**src/rtl/extint_conditioner.sv**
```systemverilog
module extint_conditioner #(
  parameter int SYNC_STAGES = 2,
  parameter int FILT_CYCLES = 8
) (
  input  logic clk,
  input  logic rst_n,
  input  logic pin_i,
  input  logic fall_sel_i,
  input  logic filt_opt_i,
  input  logic slow_xtal_i,
  output logic irq_req_o
);
  localparam int CNT_W = (FILT_CYCLES > 1) ? $clog2(FILT_CYCLES) : 1;
  localparam logic [CNT_W-1:0] CNT_LAST = CNT_W'(FILT_CYCLES - 1);

  logic [SYNC_STAGES-1:0] sync_q;
  logic                   pin_sync;
  logic                   bypass;
  logic                   lvl_filt;
  logic [CNT_W-1:0]       run_cnt;
  logic                   lvl_eff;
  logic                   lvl_prev;
  logic                   fall_sel_q;

  always_ff @(posedge clk) sync_q <= {sync_q[SYNC_STAGES-2:0], pin_i};

  assign pin_sync = sync_q[SYNC_STAGES-1];
  assign bypass   = !filt_opt_i || slow_xtal_i;

  always_ff @(posedge clk) begin
    if (!rst_n || bypass) begin
      lvl_filt <= pin_sync;
      run_cnt  <= '0;
    end else if (pin_sync == lvl_filt) begin
      run_cnt  <= '0;
    end else if (run_cnt == CNT_LAST) begin
      lvl_filt <= pin_sync;
      run_cnt  <= '0;
    end else begin
      run_cnt  <= run_cnt + 1'b1;
    end
  end

  assign lvl_eff = bypass ? pin_sync : lvl_filt;

  always_ff @(posedge clk) begin
    fall_sel_q <= fall_sel_i;
    if (!rst_n) begin
      lvl_prev  <= pin_sync;
      irq_req_o <= 1'b0;
    end else begin
      lvl_prev  <= lvl_eff;
      irq_req_o <= (lvl_eff != lvl_prev) && (lvl_eff != fall_sel_q);
    end
  end
endmodule

```
**config.mk**
```make
export PLATFORM = sky130hd
export DESIGN_NAME = extint_conditioner
export DESIGN_NICKNAME = d
export VERILOG_FILES = /design/src/rtl/extint_conditioner.sv
export SDC_FILE = /design/constraint.sdc
export NUM_CORES = 1
export LEC_CHECK = 0
export CORE_AREA = 5 5 42 44
export DETAILED_ROUTE_END_ITERATION = 8
export DIE_AREA = 0 0 47 49
export SLEW_MARGIN = 10
export SYNTH_ARGS = -nofsm -noshare
export SYNTH_HDL_FRONTEND = slang
export SYNTH_SLANG_ARGS = --single-unit
```
**constraint.sdc**
```tcl
create_clock -name clk -period 1.4 [get_ports clk]
set_input_delay 0.28 -clock clk [delete_from_list [all_inputs] [get_ports clk]]
set_output_delay 0.28 -clock clk [all_outputs]
set_load 0.005 [all_outputs]
```
==> summary by stage <==
Power
The portion of total power attributed to the clock network is 0.374. For this design the ratio of total power to cell area is 1180 nW/µm². The static leakage is 0.000185 µW. The net switching component of the power is 105 µW.

The share of total power consumed by net switching is 0.203. The share of total power dissipated in sequential elements is 0.541. The design internal power is 412 µW.

The peak supply drop is 649 µV. The combinational group share of total power is 0.085.

Global routing
Entering global routing, the biggest net connects 6 pins. The total congestion overflow is 0. The number of antenna violations at the first check in global routing is 0.

The overall track demand over capacity in global routing is 0.0523. The wire length of the first global-routing pass is 745 µm. The via count of the first global-routing pass is 178.

Logic synthesis
The post-synthesis register bit count is 9. The number of unique standard cell types used by synthesis is 16. In this run the cell area of the synthesized design comes to 325 µm². Counting flops with a built-in enable in the synthesized netlist gives 1. Of all flip-flops after synthesis, the portion carrying an async set or reset was 0.

The count of yosys warnings during synthesis is 0. The top flip-flop cell by instance count after synthesis is sky130_fd_sc_hd__dfxtp_1. Synthesis produced a netlist with a net count of 34. A synthesized cell averages 12.5 µm². The part of the Yosys area used for sequential elements is 0.585. The number of standard cells after synthesis is 26.

Final layout
The growth of design area from synthesis to finish is 35.0%. The share of layout cells above drive strength 1 is 0.162. The number of antenna diodes in the final layout is 0. The most common cell after layout, fill and taps aside is sky130_fd_sc_hd__dfxtp_1. After the last flow step, the layout net total stands at 46. The utilization of the core after routing is 0.313. Leaving out fill and tap cells, the most frequent cells in the layout are sky130_fd_sc_hd__dfxtp_1 (8), sky130_fd_sc_hd__clkdlybuf4s50_1 (6), sky130_fd_sc_hd__clkbuf_4 (3).

Route
For this run, the detailed router's first-pass iteration total came to 2. The DRC violations left is 0. The routed layout has 207 vias.

Wires add up to 472 µm. The detail-routed via count per cell is 3.91. The remaining number of nets flagged by the antenna check after routing is 0. The first routing iteration left 4 violations.

After detailed routing, the average wire length per cell comes to 8.91 µm.

Worst setup path
The sort of element at the start of the critical path is a flip-flop. The slowest library cell on the worst path is sky130_fd_sc_hd__clkdlybuf4s50_1. The delay of the slowest critical-path stage is 0.49 ns. The classification of the worst setup path is reg -> out.

Walking the worst path, the cells encountered are clkdlybuf4s50_1. The peak fanout along the critical path is 1. The worst register-to-register path has a setup slack of 0.24 ns. The kind of capture point of the worst setup path is an output port. The data arrival at the endpoint of the critical path is 1.05 ns. STA puts the critical path data required time at 1.12 ns. The cell family contributing the most delay on the critical path is buffers and inverters. The launch point of the worst path is irq_req_o$_SDFF_PN0_. The worst path buffer plus inverter count is 1. The worst register-to-register path begins at run_cnt[0]$_SDFF_PP0_.

Floorplan
The total I/O pin count is 7. The floorplan die height is 49 µm. The die covers 2300 µm². From left edge to right edge, the die measures 47 µm. The initial utilization of the core area, before any placement, comes to 0.232. The initialized floorplan defines 14 standard-cell rows. The core outline area is 1400 µm².

STA
After layout, the worst setup slack is 0.0749 ns. The hold violation count in the final report is 0. The final period demand of the worst path is 1.33 ns. Setup violations remaining at the end of the flow were counted as 0.

For the pin with the worst max-slew slack, the measured transition is 0.294 ns. The top achievable clock speed is 755 MHz. The portion of the clock cycle consumed by the worst path in the final layout is 0.946. The worst clock skew is 0.00536 ns. Summed over all failing endpoints, the final setup total negative slack is 0 ns. The count of pins over their slew limit came to 0.

Setup repair after global routing left no endpoint under its margin. The remaining max-slew budget at the tightest pin is 0.803.

Min path
The worst hold path belongs to the class reg -> reg. The origin of the worst min-delay path is sync_q[0]$_DFF_P_.

Job
The count of max-cap constraint violations is 0.

Clocking
The CTS clock-pin slew for the worst setup and hold paths is 0.06 ns. The count of cells resized by post-cts repair is 0. CTS built an H-tree with a depth of 1. The total of hold buffers inserted after clock tree synthesis is 0. The total clock buffers created by CTS is 3. TritonCTS built the clock tree.

After clock tree synthesis, the setup repair step added 0 buffers. The cell sitting at the root of the clock tree is a sky130_fd_sc_hd__clkbuf_4. The tree built by TritonCTS fans out to 9 sinks. No sink is reached through more buffers than the 2 on the longest clock path. The clock reaches the later pin of the worst-skew pair after 0.25 ns.

Placement
The quantity of I/O buffers inserted on ports is 6. Before CTS, the worst setup slack after placement is 0.00387 ns. The final weighted congestion in routability-driven placement is 0.737.

Outcome
The run finished with clean final reports.
cell type report:
cell class,count,area [µm²]
inverter,1,3.75
clock buffer,4,26.3
fill,155,962
timing repair buffer,7,67.6
tap,16,20.0
sequential,9,190
multi-input combinational,16,131
layer usage:
layer	up-vias	track usage	routed length, µm
met2	7	0.0475	147
met3	2	0.0590	71
met1	87	0.0624	243
li1	111	-	-
met4	0	0.0415	8
met5	-	0	0
cells by family (layout without fill, tap and decap cells):
kind of cell               after synthesis  after routing  synth area share
xor gates and xnor gates                 1              1            0.0269
muxes                                    3              3             0.108
and+or+nand+nor                          9              9             0.169
AOI/OAI and AO/OA                        1              1            0.0231
DFF                                      9              9             0.585
adders and majority gates                2              2            0.0769
buffers and inverters                    1             12            0.0115
power groups by stage:
stage / Sequential [µW] / Combinational [µW] / Clock (µW)
after global placement: 286 / 43.7 / 0
after detailed placement: 286 / 43.5 / 0
after floorplan: 285 / 20.5 / 0
after CTS: 280 / 44.4 / 203
final: 280 / 43.8 / 194
after global routing: 282 / 47.8 / 229
cell usage after synthesis (2+ instances only):
master                    count  area share
sky130_fd_sc_hd__ha_1         2       0.077
sky130_fd_sc_hd__and2_1       2       0.038
sky130_fd_sc_hd__mux2i_1      2       0.062
sky130_fd_sc_hd__dfxtp_1      8        0.49
final timing paths:
| path | to | cells past startpoint |
|---|---|---|
| setup / recovery | irq_req_o | 1 |
| hold / removal | sync_q[1]$_DFF_P_ | 0 |
| setup reg to reg | lvl_filt$_DFFE_PP_ | 4 |
| hold reg to reg | sync_q[1]$_DFF_P_ | 0 |
state kept, by name, indices dropped and copies added (netlist names):
| signal | count |
|---|---|
| irq_req_o | 1 |
| lvl_filt | 1 |
| sync_q | 2 |
| lvl_prev | 1 |
| run_cnt | 3 |
| fall_sel_q | 1 |
stage by stage:
step,std cells,total power (µW),hold WS (ns),cell area (µm²)
after global routing,53,558,0.345,439
after CTS,53,528,0.326,439
after detailed placement,49,329,0.312,413
after global placement,49,330,0.310,413
final,53,517,0.326,439
after floorplan,26,305,0.308,325
Power figures use the tool's default switching activity.
